$ cat src/rtl/ser_pkg.sv
package ser_pkg;
    // Controller states: idle after reset, first cycle of a bit slot,
    // second cycle of a bit slot in half-rate mode.
    typedef enum logic [1:0] {
        ST_IDLE = 2'd0,
        ST_BIT  = 2'd1,
        ST_HOLD = 2'd2
    } ser_state_e;
endpackage

$ cat src/rtl/ser_ctrl.sv
module ser_ctrl
    import ser_pkg::*;
#(
    parameter int WORD_W = 10
) (
    input  logic clk,
    input  logic rst,
    input  logic half_rate,
    output logic load,
    output logic shift,
    output logic sending
);
    localparam int IDX_W = $clog2(WORD_W);
    localparam logic [IDX_W-1:0] LAST_IDX = IDX_W'(WORD_W - 1);

    ser_state_e          state, nxt;
    logic [IDX_W-1:0]    bit_idx;
    logic                rate_q;
    logic                slot_end;
    logic                last_bit;

    // Slot end and strobe decode
    always_comb begin
        slot_end = ((state == ST_BIT) && !rate_q) || (state == ST_HOLD);
        last_bit = (bit_idx == LAST_IDX);
        load     = !rst && ((state == ST_IDLE) || (slot_end && last_bit));
        shift    = !rst && slot_end && !last_bit;
        sending  = (state != ST_IDLE);
    end

    // Next-state logic
    always_comb begin
        nxt = state;
        unique case (state)
            ST_IDLE: nxt = ST_BIT;
            ST_BIT:  nxt = rate_q ? ST_HOLD : ST_BIT;
            ST_HOLD: nxt = ST_BIT;
            default: nxt = ST_IDLE;
        endcase
    end

    // State register, bit counter and latched rate
    always_ff @(posedge clk) begin
        if (rst) begin
            state   <= ST_IDLE;
            bit_idx <= '0;
            rate_q  <= 1'b0;
        end else begin
            state <= nxt;
            if (load) begin
                bit_idx <= '0;
                rate_q  <= half_rate;
            end else if (shift) begin
                bit_idx <= bit_idx + 1'b1;
            end
        end
    end
endmodule

$ cat src/rtl/ser_shifter.sv
module ser_shifter #(
    parameter int WORD_W = 10
) (
    input  logic              clk,
    input  logic              rst,
    input  logic              load,
    input  logic              shift,
    input  logic [WORD_W-1:0] word_in,
    output logic              ser_bit
);
    logic [WORD_W-1:0] shreg;

    always_ff @(posedge clk) begin
        if (rst)
            shreg <= '0;
        else if (load)
            shreg <= word_in;
        else if (shift)
            shreg <= {shreg[WORD_W-2:0], 1'b0};
    end

    assign ser_bit = shreg[WORD_W-1];
endmodule

$ cat src/rtl/pair_steer.sv
module pair_steer #(
    parameter int NUM_PAIRS = 2
) (
    input  logic                 sending,
    input  logic                 loop_en,
    input  logic                 ser_bit,
    output logic [NUM_PAIRS-1:0] line_p,
    output logic [NUM_PAIRS-1:0] line_n
);
    // Pair 0 is the main line; pair 1 is the loopback path.
    for (genvar g = 0; g < NUM_PAIRS; g++) begin : g_pair
        logic active;
        assign active    = sending && ((g == 1) ? loop_en : !loop_en);
        assign line_p[g] = active ? ser_bit : 1'b0;
        assign line_n[g] = active ? !ser_bit : 1'b1;
    end
endmodule

$ cat src/rtl/lbsel_serializer.sv
module lbsel_serializer #(
    parameter int WORD_W = 10
) (
    input  logic              clk,
    input  logic              rst,
    input  logic              half_rate,
    input  logic              loop_en,
    input  logic [WORD_W-1:0] word_in,
    output logic              byte_tick,
    output logic              main_p,
    output logic              main_n,
    output logic              lb_p,
    output logic              lb_n
);
    localparam int NUM_PAIRS = 2;

    logic                 load, shift, sending, ser_bit;
    logic [NUM_PAIRS-1:0] line_p, line_n;

    ser_ctrl #(.WORD_W(WORD_W)) u_ctrl (
        .clk(clk), .rst(rst), .half_rate(half_rate),
        .load(load), .shift(shift), .sending(sending)
    );

    ser_shifter #(.WORD_W(WORD_W)) u_shift (
        .clk(clk), .rst(rst), .load(load), .shift(shift),
        .word_in(word_in), .ser_bit(ser_bit)
    );

    pair_steer #(.NUM_PAIRS(NUM_PAIRS)) u_steer (
        .sending(sending), .loop_en(loop_en), .ser_bit(ser_bit),
        .line_p(line_p), .line_n(line_n)
    );

    assign byte_tick = load;
    assign main_p    = line_p[0];
    assign main_n    = line_n[0];
    assign lb_p      = line_p[1];
    assign lb_n      = line_n[1];
endmodule

$ cat config.mk
export PLATFORM = sky130hd
export DESIGN_NAME = lbsel_serializer
export DESIGN_NICKNAME = d
export VERILOG_FILES = /design/src/rtl/ser_pkg.sv /design/src/rtl/ser_ctrl.sv /design/src/rtl/ser_shifter.sv /design/src/rtl/pair_steer.sv /design/src/rtl/lbsel_serializer.sv
export SDC_FILE = /design/constraint.sdc
export NUM_CORES = 1
export LEC_CHECK = 0
export ABC_CLOCK_PERIOD_IN_PS = 3220
export BUFFER_PORTS_ARGS = -buffer_cell sky130_fd_sc_hd__buf_2
export CAP_MARGIN = 20
export CELL_PAD_IN_SITES_DETAIL_PLACEMENT = 1
export CELL_PAD_IN_SITES_GLOBAL_PLACEMENT = 2
export CORE_MARGIN = 2
export CORE_UTILIZATION = 32
export CTS_CLUSTER_SIZE = 24
export DETAILED_ROUTE_END_ITERATION = 7
export HOLD_SLACK_MARGIN = 0.08
export PLACE_DENSITY = 0.9
export RECOVER_POWER = 25
export SETUP_SLACK_MARGIN = 0.1
export SYNTH_ARGS = -nofsm -noshare
export SYNTH_HDL_FRONTEND = slang
export SYNTH_SLANG_ARGS = --single-unit
$ cat constraint.sdc
create_clock -name clk -period 3.22 [get_ports clk]
set_clock_uncertainty 0.15 [all_clocks]
set_input_delay 0.644 -clock clk [delete_from_list [all_inputs] [get_ports clk]]
set_output_delay 0.644 -clock clk [all_outputs]
set_load 0.05 [all_outputs]
==> results of run 1 <==
[final cells by class]
| cell class | count | area [sq um] |
|---|---|---|
| clock buffer | 3 | 22.52 |
| sequential | 17 | 340.3 |
| tap | 30 | 37.54 |
| multi-input combinational | 74 | 446.7 |
| fill | 324 | 1540 |
| timing repair buffer | 20 | 100.1 |
| inverter | 2 | 7.507 |
| clock inverter | 1 | 5.005 |
[cell usage in the layout, fill, tap and decap left out, types with 2 or more instances in the layout]
cell type	n
buf_2	17
dfxtp_1	17
nor2_1	12
nand3_1	11
o21ai_0	10
a311oi_1	9
nand2_1	5
a21oi_1	5
or4_1	3
clkbuf_4	3
or2_2	2
inv_1	2
nand2b_1	2
nand4_1	2
ha_1	2
clkbuf_1	2
[routing by layer]
metal | global-route usage | routed length [um] | vias up
met2 | 0.2585 | 1026 | 12
met3 | 0.05152 | 77 | 2
li1 | - | - | 404
met1 | 0.1755 | 988 | 396
met4 | 0.04181 | 16 | 0
met5 | 0 | 0 | -
[critical path: stages (launching register included)]
cell and delay [ns]:
dfxtp_1 0.38, inv_1 0.06, ha_1 0.19, nand3b_1 0.08, clkbuf_1 0.45, a211oi_1 0.15
buf_2 0.25
[cells by family after synthesis]
| group | Yosys count | share of synthesized area |
|---|---|---|
| fa+ha+maj | 2 | 0.02941 |
| mux | 1 | 0.01177 |
| flops | 17 | 0.4000 |
| buf+inv | 12 | 0.07500 |
| simple gates | 41 | 0.2515 |
| compound gates | 30 | 0.2324 |
[worst max-delay path by stage]
stage	start	to	slack [ns]	cells past startpoint
6_report	u_ctrl.bit_idx[1]	byte_tick	0.56	6
3_3_place_gp	rst	byte_tick	1.07	3
4_1_cts	u_ctrl.bit_idx[0]	byte_tick	0.72	5
2_1_floorplan	rst	byte_tick	0.25	3
3_5_place_dp	u_ctrl.bit_idx[0]	byte_tick	1.05	5
5_1_grt	u_ctrl.bit_idx[1]	byte_tick	0.39	6
[sequential cells by signal (all words and copies together), names as in the netlist]
signal / cells
u_ctrl.state: 2
u_ctrl.rate_q: 1
u_shift.shreg: 10
u_ctrl.bit_idx: 4
[power by group through the flow]
| stage | Combinational (mW) | Clock [mW] | Sequential, mW |
|---|---|---|---|
| 3_3_place_gp | 0.0732 | 0 | 0.242 |
| 2_1_floorplan | 0.0596 | 0 | 0.240 |
| 4_1_cts | 0.0763 | 0.122 | 0.238 |
| 6_report | 0.0748 | 0.115 | 0.238 |
| 3_5_place_dp | 0.0762 | 0 | 0.243 |
| 5_1_grt | 0.0845 | 0.134 | 0.241 |
==> impl_metrics.yaml, run 1 <==
status:
  status: "finished clean"
floorplan:
  ioPinCount: 19
  dieArea_sq_um: 3087
  die_w_um: 55.57
  core_sq_um: 2500
  row_count: 18
  die_y_um: 55.57
  start_util: 0.3403
finish:
  design_area_sq_um: 959.7
  syn_to_final_growth_pct: 12.79
  drive_gt1_frac: 0.2222
  design.final.nets: 134
  postLayoutCoreUtil: 0.3839
  post_layout_nonfiller_instances: 147
  diodes: 0
sta:
  rsz0062_at_grt: "no"
  fin_crit_sh: 0.8247
  hold_slack_ns: 0.3085
  tns_ns: 0
  clock.fmax_mhz: 376.6
  hold_viol: 0
  drv_slew: 0
  setup_viol: 0
  period_needed_ns: 2.655
  tightest_slew_ns: 0.8599
  layout_setup_ws_ns: 0.5645
  maxSlewHeadroom: 0.4246
synth:
  synth-seq-cells: 17
  synthCells: 103
  synth.distinct_cells: 28
  ys_seq_area_frac: 0.4000
  yosys.cell_count.top_type: "dfxtp_1"
  async_flop_share: 0
  synth.top_cells.by_count: "dfxtp_1 (17), nor2_1 (12), nand3_1 (11), o21ai_0 (11), a311oi_1 (9)"
  synth_top_cell_by_area: "dfxtp_1"
  synth-edff-count: 0
  ys_top_cells_by_area: "dfxtp_1 (40%), a311oi_1 (9.3%), nand3_1 (6.5%)"
  synthFlopType: "dfxtp_1"
  synth_top_area_frac: 0.4000
  syn_avg_cell_area_sq_um: 8.260
  synth_fp_nets: 119
  ys_warn_count: 0
  syn_area_sq_um: 850.8
grt:
  grt_max_degree: 21
  overflow: 0
  grt_pass1_wl_mm: 3.719
  track_usage: 0.1501
  grt_pass1_vias: 834
  antenna_found_initial: 0
clock_network:
  postCtsSetupRepairBufs: 0
  cts.sinks: 17
  cts_tree: "built"
  clockRootBuffer: "clkbuf_4"
  path_clk_slew_ns: 0.10
  ctsResizeCount: 0
  h-tree-depth: 1
  cts_made_buffers: 3
  insertion_delay_ns: 0.29
  postCtsHoldBufs: 0
  cts_buffer_depth: 2
detailed_routing:
  vias: 814
  totalWireLength_mm: 2.107
  antenna_left: 0
  drc: 0
  vias_per_cell: 5.537
  routedWlPerCell_um: 14.33
  drt_iter0_drc: 12
  detail_route.first_pass.iterations: 4
place:
  hpwl_mm: 1.451
  post-place-ws_ns: 1.047
  placed_area_sq_um: 937.1
  gp_congestion: 0.7116
  portBuffers: 18
  dp.cells: 143
power:
  p_int_mw: 0.3017
  swShare: 0.2946
  clockPowerShare: 0.269
  p_sw_mw: 0.1260
  seqPwrFrac: 0.556
  cellLeakagePower_nw: 0.3779
  p_comb_frac: 0.175
  power.density_nw_per_um2: 445.7
  ir_worst_vdd_mv: 0.2574
  total_power_mw: 0.4277
setup_path:
  reg2regPathDepth: 5
  r2r_end: "u_ctrl.bit_idx[0]"
  ff2ff_setup_slack_ns: 1.37
  crit_path_max_fanout: 13
  critPathLaunchType: "flop"
  cp_data_arrival_time_ns: 1.86
  end_kind: "output port"
  path_class: "reg -> out"
  worstPathRequired_ns: 2.43
  reg2reg_from: "u_ctrl.bit_idx[1]"
hold_path:
  hold_depth: 2
  min_path_type: "reg -> reg"
  hold_start: "u_shift.shreg[0]"
  min_to: "u_shift.shreg[0]"
run:
  cap_viol_max_count: 0
(Power assumes the default switching activity.)
==> run 2: changes to the inputs <==
--- a/config.mk
+++ b/config.mk
@@ -5,17 +5,17 @@
 export SDC_FILE = /design/constraint.sdc
 export NUM_CORES = 1
 export LEC_CHECK = 0
-export ABC_CLOCK_PERIOD_IN_PS = 3220
+export ABC_CLOCK_PERIOD_IN_PS = 2340
 export BUFFER_PORTS_ARGS = -buffer_cell sky130_fd_sc_hd__buf_2
 export CAP_MARGIN = 20
 export CELL_PAD_IN_SITES_DETAIL_PLACEMENT = 1
 export CELL_PAD_IN_SITES_GLOBAL_PLACEMENT = 2
 export CORE_MARGIN = 2
-export CORE_UTILIZATION = 32
+export CORE_UTILIZATION = 27
 export CTS_CLUSTER_SIZE = 24
 export DETAILED_ROUTE_END_ITERATION = 7
 export HOLD_SLACK_MARGIN = 0.08
-export PLACE_DENSITY = 0.9
+export PLACE_DENSITY = 0.82
 export RECOVER_POWER = 25
 export SETUP_SLACK_MARGIN = 0.1
 export SYNTH_ARGS = -nofsm -noshare
==> constraint.sdc (replaced) <==
create_clock -name clk -period 2.34 [get_ports clk]
set_clock_uncertainty 0.15 [all_clocks]
set_input_delay 0.468 -clock clk [delete_from_list [all_inputs] [get_ports clk]]
set_output_delay 0.468 -clock clk [all_outputs]
set_load 0.05 [all_outputs]
==> impl_metrics.yaml, run 2 (same netlist as run 1, synthesis figures left out) <==
status:
  status: "finished clean"
setup_path:
  crit_chain: "ha_1, nand3b_1, a211oi_2, clkbuf_4"
  worstPathRequired_ns: 1.72
  reg2regPathDepth: 6
  critPathLaunchType: "flop"
  ff2ff_setup_slack_ns: 0.52
  critPathSlowestCell: "dfxtp_1"
  path_class: "reg -> out"
  cp_slowest_stage_delay_ns: 0.41
  cp_data_arrival_time_ns: 1.50
  crit_path_max_fanout: 5
  reg2reg_from: "u_ctrl.bit_idx[1]"
  end_kind: "output port"
  r2r_end: "u_shift.shreg[6]"
place:
  portBuffers: 18
  placed_area_sq_um: 991.0
  post-place-ws_ns: 0.5093
  gp_congestion: 0.6951
  hpwl_mm: 1.619
grt:
  track_usage: 0.1393
  grt_pass1_wl_mm: 3.774
  overflow: 0
  grt_pass1_vias: 830
  grt_max_degree: 20
  antenna_found_initial: 0
finish:
  syn_to_final_growth_pct: 19.26
  design.final.nets: 137
  reg_top3: "u_shift.shreg x10, u_ctrl.bit_idx x4, u_ctrl.state x2"
  final_common_cell: "dfxtp_1"
  design_area_sq_um: 1015
  diodes: 0
  largest_reg_flops: 10
  max_flop_register: "u_shift.shreg"
  final_cell_mix: "dfxtp_1 (17), buf_2 (16), nor2_1 (12)"
  drive_gt1_frac: 0.2583
sta:
  clock.fmax_mhz: 472.0
  tns_ns: 0
  hold_viol: 0
  rsz0062_at_grt: "yes"
  drv_slew: 0
  setup_viol: 0
  layout_setup_ws_ns: 0.2213
  period_needed_ns: 2.119
  fin_crit_sh: 0.9054
  tightest_slew_ns: 0.7927
  maxSlewHeadroom: 0.4715
clock_network:
  h-tree-depth: 1
  path_clk_slew_ns: 0.10
  cts_made_buffers: 3
  insertion_delay_ns: 0.30
  cts.sinks: 17
  cts_buffer_depth: 2
  cts_tree: "built"
  postCtsHoldBufs: 0
  clockRootBuffer: "clkbuf_4"
floorplan:
  die_w_um: 60.14
  row_count: 20
  start_util: 0.2810
  core_sq_um: 3028
  dieArea_sq_um: 3616
  die_y_um: 60.14
  ioPinCount: 19
detailed_routing:
  vias_per_cell: 5.037
  totalWireLength_mm: 2.229
  drc: 0
  antenna_left: 0
  detail_route.first_pass.iterations: 4
  vias: 826
  drt_iter0_drc: 37
  routedWlPerCell_um: 13.59
power:
  ir_worst_vdd_mv: 0.2496
  total_power_mw: 0.6077
  power.density_nw_per_um2: 598.9
  cellLeakagePower_nw: 0.3807
hold_path:
  min_path_type: "in -> reg"
  min_to: "u_ctrl.rate_q"
  hold_start: "half_rate"
  hold_depth: 3
run:
  cap_viol_max_count: 0
==> run 2: cell count changes in the layout (fill, tap and decap cells not counted), sizes merged <==
| cell | previous run | this run |
|---|---|---|
| buf | 18 | 19 |
| clkbuf | 5 | 7 |
| clkinvlp | 0 | 1 |
| inv | 2 | 1 |
==> run 2: worst max-delay path, delay by kind of cell (launching register included) <==
family	cells	cell delay (ns)
buffers and inverters	1	0.26
adders and majority gates	1	0.19
and+or+nand+nor	1	0.11
AOI/OAI and AO/OA	1	0.24
DFF	1	0.41
==> run 2: final cells by class <==
cell class	instances	area, sq um
flip-flops and latches	17	340.3
repair buffers	23	121.4
multi-input cells	74	459.2
clock inverters	1	5.005
well taps	44	55.05
fillers	386	2013
inverters	2	11.26
clock buffers	3	22.52
==> run 2: metrics by stage <==
stage | hold WS [ns] | utilization | instances
floorplan | 0.2822 | - | 103
global placement | 0.2943 | 0.3273 | 160
finish | 0.2798 | 0.3351 | 164
CTS | 0.2684 | 0.3364 | 164
global route | 0.2675 | 0.3351 | 164
detailed placement | 0.3087 | 0.3273 | 160
==> run 2: metal layers <==
metal	vias to the layer above	wire [um]	track usage	part of all wire
li1	414	-	-	-
met1	400	1086	0.1740	0.49
met2	10	1076	0.2376	0.48
met3	2	52	0.03896	0.023
met4	0	12	0.02857	0.0054
met5	-	0	0	0
==> run 2: power by group <==
| part | switching (mW) | internal, mW |
|---|---|---|
| combinational | 0.0659 | 0.0463 |
| clock | 0.104 | 0.0638 |
| sequential | 0.0160 | 0.312 |
| total | 0.186 | 0.422 |
==> run 2: timing repair <==
| action | CTS | global route |
|---|---|---|
| hold endpoints to repair | 0 | 0 |
| setup buffers | 0 | 0 |
| resized for setup | 0 | 2 |
| setup endpoints to repair | 0 | 2 |
==> run 2: how the worst max path moves through the flow <==
stage | start | endpoint | slack (ns) | depth (start not counted)
after floorplan | u_ctrl.state[1] | byte_tick | 0.11 | 4
after global placement | u_ctrl.state[1] | byte_tick | 0.52 | 3
after detailed placement | u_ctrl.state[1] | byte_tick | 0.51 | 3
after CTS | u_ctrl.state[1] | byte_tick | 0.15 | 3
after global routing | u_ctrl.bit_idx[0] | byte_tick | 0.08 | 4
final | u_ctrl.bit_idx[0] | byte_tick | 0.22 | 4
